## config.mk

```make
export PLATFORM = sky130hd
export DESIGN_NAME = aud_sclk_gen
export DESIGN_NICKNAME = d
export VERILOG_FILES = /design/src/rtl/aud_sclk_pkg.sv /design/src/rtl/aud_sclk_cfg.sv /design/src/rtl/aud_sclk_bdiv.sv /design/src/rtl/aud_sclk_ldiv.sv /design/src/rtl/aud_sclk_gen.sv
export SDC_FILE = /design/constraint.sdc
export NUM_CORES = 1
export LEC_CHECK = 0
export ABC_AREA = 1
export BUFFER_PORTS_ARGS = -buffer_cell sky130_fd_sc_hd__buf_2
export CAP_MARGIN = 20
export CORE_MARGIN = 4
export CORE_UTILIZATION = 45
export DETAILED_ROUTE_END_ITERATION = 7
export PLACE_DENSITY = 0.75
export SYNTH_ARGS = -nofsm -noshare
export SYNTH_HDL_FRONTEND = slang
export SYNTH_SLANG_ARGS = --single-unit
```

## constraint.sdc

```tcl
create_clock -name clk -period 1.43 [get_ports clk]
set_input_delay 0.2145 -clock clk [delete_from_list [all_inputs] [get_ports clk]]
set_output_delay 0.2145 -clock clk [all_outputs]
set_load 0.02 [all_outputs]
```

## src/rtl/aud_sclk_pkg.sv

```systemverilog
package aud_sclk_pkg;

  // Number of legal frame-divisor codes (0..2)
  localparam int LR_CODES    = 3;
  localparam int LR_CODE_W   = 3;
  localparam int LR_SEL_W    = 2;
  // Largest half period, in bit-clock periods and in master cycles
  localparam int LR_HALF_MAX = 64;
  localparam int BC_HALF_MAX = 2;
  localparam int LR_CNT_W    = $clog2(LR_HALF_MAX);
  localparam int BC_CNT_W    = (BC_HALF_MAX > 1) ? $clog2(BC_HALF_MAX) : 1;

  typedef struct packed {
    logic                en;
    logic                bsel;
    logic [LR_SEL_W-1:0] lsel;
  } sclk_cfg_t;

  typedef struct packed {
    logic                bsel;
    logic [LR_SEL_W-1:0] lsel;
  } sclk_div_t;

  // Half period of the bit clock, in master cycles, minus one
  function automatic logic [BC_CNT_W-1:0] bc_half_m1(input logic bsel);
    return bsel ? BC_CNT_W'(BC_HALF_MAX - 1) : '0;
  endfunction

  // Half period of the frame clock, in bit-clock periods, minus one
  function automatic logic [LR_CNT_W-1:0] lr_half_m1(input logic [LR_SEL_W-1:0] sel);
    return LR_CNT_W'((16 << sel) - 1);
  endfunction

endpackage

```

## src/rtl/aud_sclk_cfg.sv

```systemverilog
module aud_sclk_cfg
  import aud_sclk_pkg::*;
#(
  parameter int DATA_W   = 32,
  parameter int EN_POS   = 0,
  parameter int BSEL_POS = 16,
  parameter int LSEL_LSB = 17
) (
  input  logic              clk,
  input  logic              rst,
  input  logic              wr_en,
  input  logic [DATA_W-1:0] wr_data,
  output sclk_cfg_t         cfg,
  output logic              err
);

  logic [LR_CODE_W-1:0] code;
  logic                 bad;

  assign code = wr_data[LSEL_LSB +: LR_CODE_W];
  assign bad  = (code >= LR_CODE_W'(LR_CODES));

  always_ff @(posedge clk) begin
    if (rst) begin
      cfg <= '0;
      err <= 1'b0;
    end else if (wr_en) begin
      if (bad) begin
        err <= 1'b1;
      end else begin
        cfg.en   <= wr_data[EN_POS];
        cfg.bsel <= wr_data[BSEL_POS];
        cfg.lsel <= code[LR_SEL_W-1:0];
      end
    end
  end

  // invalid frame code leaves the whole configuration untouched
  assert_bad_write_ignored_R6: assert property (@(posedge clk) disable iff (rst)
    (wr_en && bad) |=> $stable(cfg));

  // invalid write raises the flag
  assert_err_raised_R7: assert property (@(posedge clk) disable iff (rst)
    (wr_en && bad) |=> err);

  // flag is sticky
  assert_err_sticky_R7: assert property (@(posedge clk) disable iff (rst)
    err |=> err);

endmodule

```

## src/rtl/aud_sclk_bdiv.sv

```systemverilog
module aud_sclk_bdiv
  import aud_sclk_pkg::*;
(
  input  logic clk,
  input  logic rst,
  input  logic run,
  input  logic bsel,
  output logic bclk,
  output logic fall_evt
);

  logic [BC_CNT_W-1:0] cnt;
  logic                tick;

  assign tick     = run && (cnt == bc_half_m1(bsel));
  assign fall_evt = tick && bclk;

  always_ff @(posedge clk) begin
    if (rst || !run) begin
      cnt  <= '0;
      bclk <= 1'b0;
    end else if (tick) begin
      cnt  <= '0;
      bclk <= ~bclk;
    end else begin
      cnt  <= cnt + 1'b1;
    end
  end

  // stopped divider parks low
  assert_bclk_parked_R5: assert property (@(posedge clk) disable iff (rst)
    !run |=> !bclk);

endmodule

```

## src/rtl/aud_sclk_ldiv.sv

```systemverilog
module aud_sclk_ldiv
  import aud_sclk_pkg::*;
(
  input  logic                clk,
  input  logic                rst,
  input  logic                run,
  input  logic                bfall,
  input  logic [LR_SEL_W-1:0] lsel,
  output logic                lrclk,
  output logic                frame_end
);

  logic [LR_CNT_W-1:0] cnt;
  logic                flip;

  assign flip      = run && bfall && (cnt == lr_half_m1(lsel));
  assign frame_end = flip && lrclk;

  always_ff @(posedge clk) begin
    if (rst || !run) begin
      cnt   <= '0;
      lrclk <= 1'b0;
    end else if (flip) begin
      cnt   <= '0;
      lrclk <= ~lrclk;
    end else if (bfall) begin
      cnt   <= cnt + 1'b1;
    end
  end

  // frame clock moves only on a bit-clock falling event
  assert_lr_on_bfall_R4: assert property (@(posedge clk) disable iff (rst)
    (run && $past(run) && (lrclk != $past(lrclk))) |-> $past(bfall));

endmodule

```

## src/rtl/aud_sclk_gen.sv

```systemverilog
module aud_sclk_gen
  import aud_sclk_pkg::*;
#(
  parameter int DATA_W   = 32,
  parameter int EN_POS   = 0,
  parameter int BSEL_POS = 16,
  parameter int LSEL_LSB = 17
) (
  input  logic              clk,
  input  logic              rst,
  input  logic              wr_en,
  input  logic [DATA_W-1:0] wr_data,
  output logic              bclk,
  output logic              lrclk,
  output logic              cfg_err
);

  sclk_cfg_t cfg;
  sclk_div_t act;
  logic      running;
  logic      run;
  logic      bfall;
  logic      frame_end;

  aud_sclk_cfg #(
    .DATA_W  (DATA_W),
    .EN_POS  (EN_POS),
    .BSEL_POS(BSEL_POS),
    .LSEL_LSB(LSEL_LSB)
  ) u_cfg (
    .clk    (clk),
    .rst    (rst),
    .wr_en  (wr_en),
    .wr_data(wr_data),
    .cfg    (cfg),
    .err    (cfg_err)
  );

  // One start cycle: the divisors are latched before the dividers run
  always_ff @(posedge clk) begin
    if (rst) running <= 1'b0;
    else     running <= cfg.en;
  end

  assign run = running && cfg.en;

  always_ff @(posedge clk) begin
    if (rst) begin
      act <= '0;
    end else if (!run || frame_end) begin
      act.bsel <= cfg.bsel;
      act.lsel <= cfg.lsel;
    end
  end

  aud_sclk_bdiv u_bdiv (
    .clk     (clk),
    .rst     (rst),
    .run     (run),
    .bsel    (act.bsel),
    .bclk    (bclk),
    .fall_evt(bfall)
  );

  aud_sclk_ldiv u_ldiv (
    .clk      (clk),
    .rst      (rst),
    .run      (run),
    .bfall    (bfall),
    .lsel     (act.lsel),
    .lrclk    (lrclk),
    .frame_end(frame_end)
  );

  // cleared enable forces both outputs low one cycle later
  assert_idle_low_R5: assert property (@(posedge clk) disable iff (rst)
    !cfg.en |=> (!bclk && !lrclk));

  // running divisors switch only together with a frame-clock fall
  assert_switch_at_frame_R8: assert property (@(posedge clk) disable iff (rst)
    (run && $past(run) && (act != $past(act))) |-> $fell(lrclk));

endmodule

```

== After elaboration in Yosys (flattened, before gate mapping) ==
Cells that the tools add are included.

* Shifts and indexed selects: 1
* Divide/modulo/power cells: 0
* $add $sub $neg: 3
* Equal/unequal tests: 2
* Order comparisons: 1
* Reduce and logical (&&, ||, !) cells: 13
* Bitwise logic cells: 3
* Multiplexer cells: 1
* $mul: 0

{| class="wikitable"
|+ Operators with widths
! operator !! number
|-
| $add 6x1->6 const B || 1
|-
| $eq 6x6->1 || 1
|-
| $logic_and 1x1->1 || 6
|-
| $shl 5x2->6 const A || 1
|-
| $sub 6x2->6 const B || 1
|-
| $reduce_and 2->1 || 2
|-
| $reduce_or 2->1 || 2
|-
| $ge 3x2->1 const B || 1
|-
| $not 1->1 || 3
|-
| $logic_or 1x1->1 || 2
|-
| $add 1x1->1 const B || 1
|-
| $eq 1x1->1 || 1
|-
| $logic_not 1->1 || 1
|-
| $mux 1 || 1
|}

* Register bits: 18
* Latch bits: 0
* Bits in read-only memories: 0
* Memory bits (writable): 0
* Output and inout bits: 3
* Logic and storage cells: 35
* Input bits: 35
* Memories: 0

== Logic depth before layout (Yosys ltp) ==
Gate-level depths: netlist of run 1.

* Depth in word-level cells: 8
* Gate-level depth with buffers: 9
* Gate-level depth less buffers: 9

== By module ==
A second synthesis of run 1 with hierarchy kept.

* Cell total of the unflattened synthesis: 134
* Area, all modules: 908.4 µm²

{| class="wikitable"
|+ Modules (own cells, without submodules)
! module !! seq. area each (µm²) !! times used !! area each (µm²) !! cells each
|-
| aud_sclk_ldiv || 140.1 || 1 || 392.9 || 54
|-
| aud_sclk_cfg || 100.1 || 1 || 242.7 || 37
|-
| aud_sclk_gen || 80.1 || 1 || 168.9 || 26
|-
| aud_sclk_bdiv || 40.0 || 1 || 103.8 || 17
|}

== Worst setup path after synthesis of run 1 ==
Ideal clock, no wire load.

* Path kind: register to register
* Start point: register u_ldiv.cnt[0]
* End point: register u_ldiv.cnt[2]
* Data arrival time: 1.211 ns
* Library setup time: 0.111 ns
* Stages on the path, launching flop included: 9
* Setup slack: 0.108 ns
* Clock period less this slack: 1.322 ns
* Buffers on the path: 0
* Required time: 1.319 ns
* Cell sequence: dfxtp_1 ha_1 nand2_1 nor2_2 nand2_2 nor3_2 nor2_2 inv_2 nor2_1

* Cells in the longest elaborated chain, start to end: 3
* Elaborated cells on any way between the ends: 4
* Those cells by class: 1 x add/sub; 1 x eq/ne; 2 x reduce/logical

{| class="wikitable"
|+ Ends and longest elaborated chain
! element !! RTL line !! source
|-
| start: declaration || aud_sclk_ldiv.sv:13 || <nowiki>logic [LR_CNT_W-1:0] cnt;</nowiki>
|-
| start signal: assignment || aud_sclk_ldiv.sv:27 || <nowiki>cnt <= cnt + 1'b1;</nowiki>
|-
| parallel branches: the longest is 3 deep, another holds $add 6x1->6 || - ||
|}

Several ways; the timed one is not identified.
A chain may end at the register's enable or synchronous reset.

== Final worst setup path of run 1 ==
* Start point: register u_ldiv.cnt[1]
* End point: register act[2] (netlist name)

* Cells in the longest elaborated chain, start to end: 4

{| class="wikitable"
|+ Ends and longest elaborated chain
! element !! RTL line !! source
|-
| $eq 6x6->1 || aud_sclk_ldiv.sv:16 || <nowiki>assign flip = run && bfall && (cnt == lr_half_m1(lsel));</nowiki>
|-
| $logic_and 1x1->1 || aud_sclk_ldiv.sv:16 ||
|-
| $logic_and 1x1->1 || aud_sclk_ldiv.sv:17 || <nowiki>assign frame_end = flip && lrclk;</nowiki>
|-
| $logic_or 1x1->1 || aud_sclk_gen.sv:50 || <nowiki>end else if (!run || frame_end) begin</nowiki>
|}

Every way passes these cells.

==> key figures, run 1 <==
STA
  – Fmax: 746.0 MHz
  – Final period demand of the worst path: 1340 ps
  – Slew of the pin with the lowest slew margin: 278.8 ps
  – Final Hold Vio Count: 0
  – Slew Viols, Final: 0
  – Final period util: 93.74%
  – Clock Skew: 0.8668 ps
  – Rel. slew slack: 81.41%
  – Setup-failing EPs final: 0
  – Final worst setup slack: 89.58 ps

Clocking
  – CTS Root Cell: clkbuf_4
  – Post-CTS Hold Fix Bufs: 0
  – Num CTS Buffers: 3
  – Clock latency on the worst-skew pair: 290 ps
  – Clock sink total: 18
  – CTS tree: yes
  – CTS max path bufs: 2
  – H-tree depth: 1
  – Clock Pin Slew Worst Setup and Hold Paths: 100 ps

Floorplan
  – Starting density of the core: 49.26%
  – Die ar.: 2723 sq um
  – Core area: 1783 sq um
  – Die height: 52.18 um
  – Die Wd: 52.18 um
  – Io pins: 38
  – FP Rows: 15

Outcome
  – Outcome: finished, final reports clean

Routing
  – DR pass1 iterations: 4
  – DR DRC count: 0
  – Met2 WL: 808 um
  – Met3 wire length: 71 um
  – Wirelength per Cell: 10.00 um
  – DR vias: 756
  – Post-route ant nets: 0
  – Top Layer Used: met4
  – Drt first-iter violations: 3
  – Total Wirelength: 1610 um
  – Met1 WL: 719 um
  – Vias per cell: 4.696

Layout
  – Fraction of layout cells with a size suffix above 1: 33.09%
  – Layout Area Growth over Synthesis: 25.36%
  – Fill cells: 163
  – Final instance area: 1101 sq um
  – Antenna diodes: 0
  – Reg area: 362.8 sq um
  – Final #Nets: 173
  – Fin util: 61.75%
  – Area occupied by multi-input gates: 495.5 sq um

Global route
  – GRT Util Overall: 13.64%
  – Initial antenna violation count: 0
  – First-pass GRT wire length: 2842 um
  – Largest net degree at the start of global routing: 11
  – Gr ovfl total: 0
  – Vias in the first global route: 745

Synthesis
  – Synth top area share: 41.03%
  – Synth top cells by count: 23 x nand2_1, 18 x dfxtp_1, 18 x inv_1, 15 x nor2_1, 9 x a21oi_1
  – Fraction of registers with async set/reset: 0%
  – EDFF count, synth: 0
  – Main synth FF type: dfxtp_1
  – Synth Cell Area: 878.3 sq um
  – YS warnings: 0
  – Synth unique cells: 23
  – FF+latch count, synth: 18
  – Cell taking the most area after synthesis: dfxtp_1
  – Most common cell in the netlist: nand2_1
  – Mapped Nets: 152
  – Syn avg cell area: 7.572 sq um
  – Register area share after synthesis: 41.03%
  – Cells after synthesis: 116
  – Synth top area cells: dfxtp_1 41%, nand2_1 9.8%, inv_1 7.7%

Critical path
  – WS Path Type: flip-flop to flip-flop
  – WP data required: 1630 ps
  – CP endpoint kind: flip-flop
  – Worst-path maximum fanout: 7
  – Worst Path Buf+Inv: 0
  – Crit path max-delay cell type: dfxtp_2
  – CP peak stage delay: 360 ps
  – Cell family with most CP delay: simple AND/OR/NAND/NOR gates
  – Worst EP arrival: 1540 ps
  – Cells along the critical path: ha_4, nand2_4, nor2_4, nand2_4, nor2_4, nand3_4, a21oi_2, nor2_1
  – Worst setup SP type: flip-flop

Power
  – Leak pwr: 0.4530 nW
  – Total power: 0.8834 mW
  – Peak supply drop: 0.7326 mV
  – Pwr/cell area: 802.3 nW/um^2

Placed design
  – DP Wirelength: 1240 um
  – # port buffers: 10
  – Pre-CTS setup slack: 55.26 ps
  – Routability cong.: 0.7872
  – Placed inst area: 989.7 sq um

Flow run
  – Max_cap viols: 0

Min path
  – Hold Path Class: input port to flip-flop
[logic make-up after synthesis]
family | count (synthesis) | synth area share (%)
AO/OA/AOI/OAI | 14 | 8.689
XOR/XNOR | 5 | 4.987
adder cells (fa/ha/maj) | 1 | 1.424
buffers and inverters | 21 | 9.116
flip-flops | 18 | 41.03
AND/OR/NAND/NOR | 57 | 34.76
[layout by cell type, fill, tap and decap left out, drive strengths merged]
master,count
a211oi,1
a21oi,10
buf,16
clkbuf,4
clkinv,1
dfxtp,18
ha,1
inv,20
nand2,27
nand3,8
nand4,2
nor2,19
nor3,1
o21ai,3
xnor2,2
xor2,3
[path summary, 6_finish.rpt]
kind / from / endpoint / slack (ps) / cells after the start
setup / recovery: u_ldiv.cnt[1] / act[2] / 90 / 8
setup reg to reg: u_ldiv.cnt[1] / act[2] / 90 / 8
hold / removal: rst / u_cfg.cfg[2] / 160 / 2
hold reg to reg: u_cfg.cfg[3] / running / 460 / 2
[registers in the layout (all words and copies together), names as in the netlist]
name,count
u_ldiv.cnt,6
act,3
u_bdiv.cnt,1
u_cfg.cfg,4
u_ldiv.lrclk,1
u_bdiv.bclk,1
u_cfg.err,1
running,1
[metal layers]
layer	vias to the layer above	track usage (%)
li1	401	-
met1	342	14.87
met2	11	25.10
met3	2	5.413
met4	0	2.128
met5	-	0
[stage by stage]
stage	hold slack, ps	setup TNS [ps]	instances
global route	149.1	-29.54	161
finish	155.9	0	161
global placement	434.6	0	155
floorplan	283.6	0	116
detailed placement	442.2	0	155
CTS	151.4	0	159
[report_power, final]
group / internal (mW) / total [mW] / switching [mW]
clock network: 0.155 / 0.310 / 0.155
logic: 0.0218 / 0.0545 / 0.0327
registers: 0.512 / 0.519 / 0.00625
total: 0.689 / 0.883 / 0.194
[final cells by class]
| type | instances | area share [%] |
|---|---|---|
| Multi-Input combinational cell | 77 | 45.00 |
| Sequential cell | 18 | 32.95 |
| Timing Repair Buffer | 16 | 8.636 |
| Inverter | 21 | 7.273 |
| Clock buffer | 4 | 3.295 |
| Tap cell | 25 | 2.841 |
[what timing repair did]
action                                 in CTS  in global routing
gates resized for setup                     0                 14
endpoints found under the hold margin       0                  0
setup buffers                               0                  2
setup endpoints to repair                   0                 10
(Power assumes the default switching activity.)
==> run 2, diff against run 1 <==
Settings changed: CORE_UTILIZATION 45 to 41, PLACE_DENSITY 0.75 to 0.72.
Clock period 1.43 ns to 1.15 ns, I/O delays scaled along.
==> key figures, run 2 (synthesis results as in run 1) <==
Floorplan
  – Starting density of the core: 43.87% (-5.4 points)
  – Die height: 54.29 um (+4.0%)
  – FP Rows: 16 (+1)
  – Die ar.: 2947 sq um (+8.2%)
  – Core area: 2002 sq um (+12%)
  – Die Wd: 54.29 um (+4.0%)
  – Io pins: 38 (unchanged)

STA
  – Rel. slew slack: 82.50% (+1.1 points)
  – Setup-failing EPs final: 9 (+9)
  – Slew of the pin with the lowest slew margin: 262.4 ps (-16.35 ps)
  – Final Hold Vio Count: 0 (unchanged)
  – Final worst setup slack: -158.1 ps (-247.7 ps)
  – Final period demand of the worst path: 1308 ps (-32.31 ps)
  – RSZ-0062 raised after global routing: yes
  – Clock Skew: 5.430 ps (+4.564 ps)
  – Slew Viols, Final: 0 (unchanged)
  – Fmax: 764.5 MHz (+2.5%)
  – Final period util: 113.7% (+20 points)

Clocking
  – Post-CTS Hold Fix Bufs: 0 (unchanged)
  – Clock Pin Slew Worst Setup and Hold Paths: 100 ps (about the same)
  – Clock sink total: 18 (unchanged)
  – Clock latency on the worst-skew pair: 290 ps (about the same)
  – CTS Root Cell: clkbuf_4
  – CTS max path bufs: 2 (unchanged)
  – Num CTS Buffers: 3 (unchanged)
  – H-tree depth: 1 (unchanged)
  – CTS tree: yes

Global route
  – Largest net degree at the start of global routing: 11 (unchanged)
  – Busiest grt layer: met2
  – GRT Util Overall: 14.50% (+0.85 points)
  – Gr ovfl total: 0 (unchanged)
  – Met2 Usage GRT: 25.30% (+0.19 points)
  – First-pass GRT wire length: 3056 um (+7.5%)
  – Met1 GRT Util: 16.16% (+1.3 points)
  – Initial antenna violation count: 0 (unchanged)
  – Vias in the first global route: 779 (+4.6%)
  – Met3 GRT Util: 3.815% (-1.6 points)

Routing
  – Vias per cell: 4.698 (about the same)
  – Wirelength per Cell: 10.17 um (+1.7%)
  – Total Wirelength: 1750 um (+8.7%)
  – Drt first-iter violations: 19 (+16)
  – DR DRC count: 0 (unchanged)
  – Post-route ant nets: 0 (unchanged)
  – DR pass1 iterations: 4 (unchanged)
  – DR vias: 808 (+6.9%)

Layout
  – Fraction of layout cells with a size suffix above 1: 45.52% (+12 points)
  – Commonest non-fill, non-tap cell in the layout: nand2_1
  – Top Registers: u_ldiv.cnt x6, u_cfg.cfg x4, act x3
  – Most frequent cells in the layout: 17 x nand2_1, 16 x inv_1, 15 x nor2_1
  – Final #Nets: 182 (+5.2%)
  – Antenna diodes: 0 (unchanged)
  – Largest Register: u_ldiv.cnt
  – Layout Area Growth over Synthesis: 38.46%
  – Max reg flops: 6 (unchanged)

Power
  – Total power: 1.100 mW (+25%)
  – Leak pwr: 0.5094 nW (+12%)
  – Pwr/cell area: 904.5 nW/um^2 (+13%)
  – Peak supply drop: 0.8723 mV (+19%)

Critical path
  – Cells along the critical path: ha_4, nand2_4, nor2_4, nand2_4, nor2_4, nand3_4, nand3_1, nand2_1, nor2_1
  – WS Path Type: flip-flop to flip-flop
  – CP endpoint kind: flip-flop
  – Worst setup SP type: flip-flop
  – Crit path max-delay cell type: dfxtp_2
  – Worst EP arrival: 1530 ps (about the same)
  – CP peak stage delay: 360 ps (about the same)
  – Worst-path maximum fanout: 7 (unchanged)
  – WP data required: 1380 ps (-250 ps)

Placed design
  – # port buffers: 10 (unchanged)
  – Routability cong.: 0.7488 (-4.9%)
  – Pre-CTS setup slack: -182.4 ps (-237.7 ps)
  – DP Wirelength: 1366 um (+10%)

Outcome
  – Violated checks: setup timing
  – Outcome: finished, violations left

Flow run
  – Max_cap viols: 0 (unchanged)

Min path
  – Hold Path Class: input port to flip-flop
==> run 2: worst paths after layout <==
path                  from         to  slack, ps  cells past startpoint
max reg2reg  u_ldiv.cnt[1]     act[2]       -160                      9
min reg2reg      u_cfg.err  u_cfg.err        450                      2
min                    rst  u_cfg.err        140                      2
max          u_ldiv.cnt[1]     act[2]       -160                      9
==> run 2: routing by layer <==
metal,vias up,wire length [um]
met3,6,66
met2,19,890
met4,0,40
met1,363,752
li1,420,-
met5,-,0
==> run 2: stage by stage <==
stage | setup TNS, ps | hold WS [ps] | utilization (%) | instances | area, sq um
5_1_grt | -1811 | 133.6 | 60.75 | 172 | 1216
3_3_place_gp | -1078 | 424.1 | 55.31 | 166 | 1107
6_report | -985.1 | 135.5 | 60.75 | 172 | 1216
4_1_cts | -876.8 | 129.8 | 58.88 | 172 | 1179
2_1_floorplan | -405.1 | 241.6 | - | 116 | 925.9
3_5_place_dp | -1238 | 439.6 | 55.31 | 166 | 1107
==> run 2: where the power goes <==
| part | switching (mW) | total, mW | internal (mW) |
|---|---|---|---|
| Clock | 0.186 | 0.379 | 0.193 |
| Sequential | 0.00875 | 0.644 | 0.635 |
| Combinational | 0.0440 | 0.0770 | 0.0330 |
| Total | 0.239 | 1.10 | 0.861 |
==> run 2: final cells by class <==
type	count	area, sq um
clock buffer	4	36.28
fill	169	785.8
inverter	21	81.33
multi-input combinational	77	526.8
sequential	18	371.6
tap	27	33.78
timing repair buffer	25	166.4
==> run 2: what timing repair did <==
item	CTS	global route
setup endpoints to repair	10	10
setup buffers	2	0
gates resized for setup	4	16
endpoints found under the hold margin	0	0
pin swaps	5	7
==> run 2: worst max-delay path: cells and delay by family, from the launching register on <==
| family | cells | cell delay (ps) |
|---|---|---|
| fa+ha+maj | 1 | 150 |
| simple gates | 8 | 730 |
| flops | 1 | 360 |
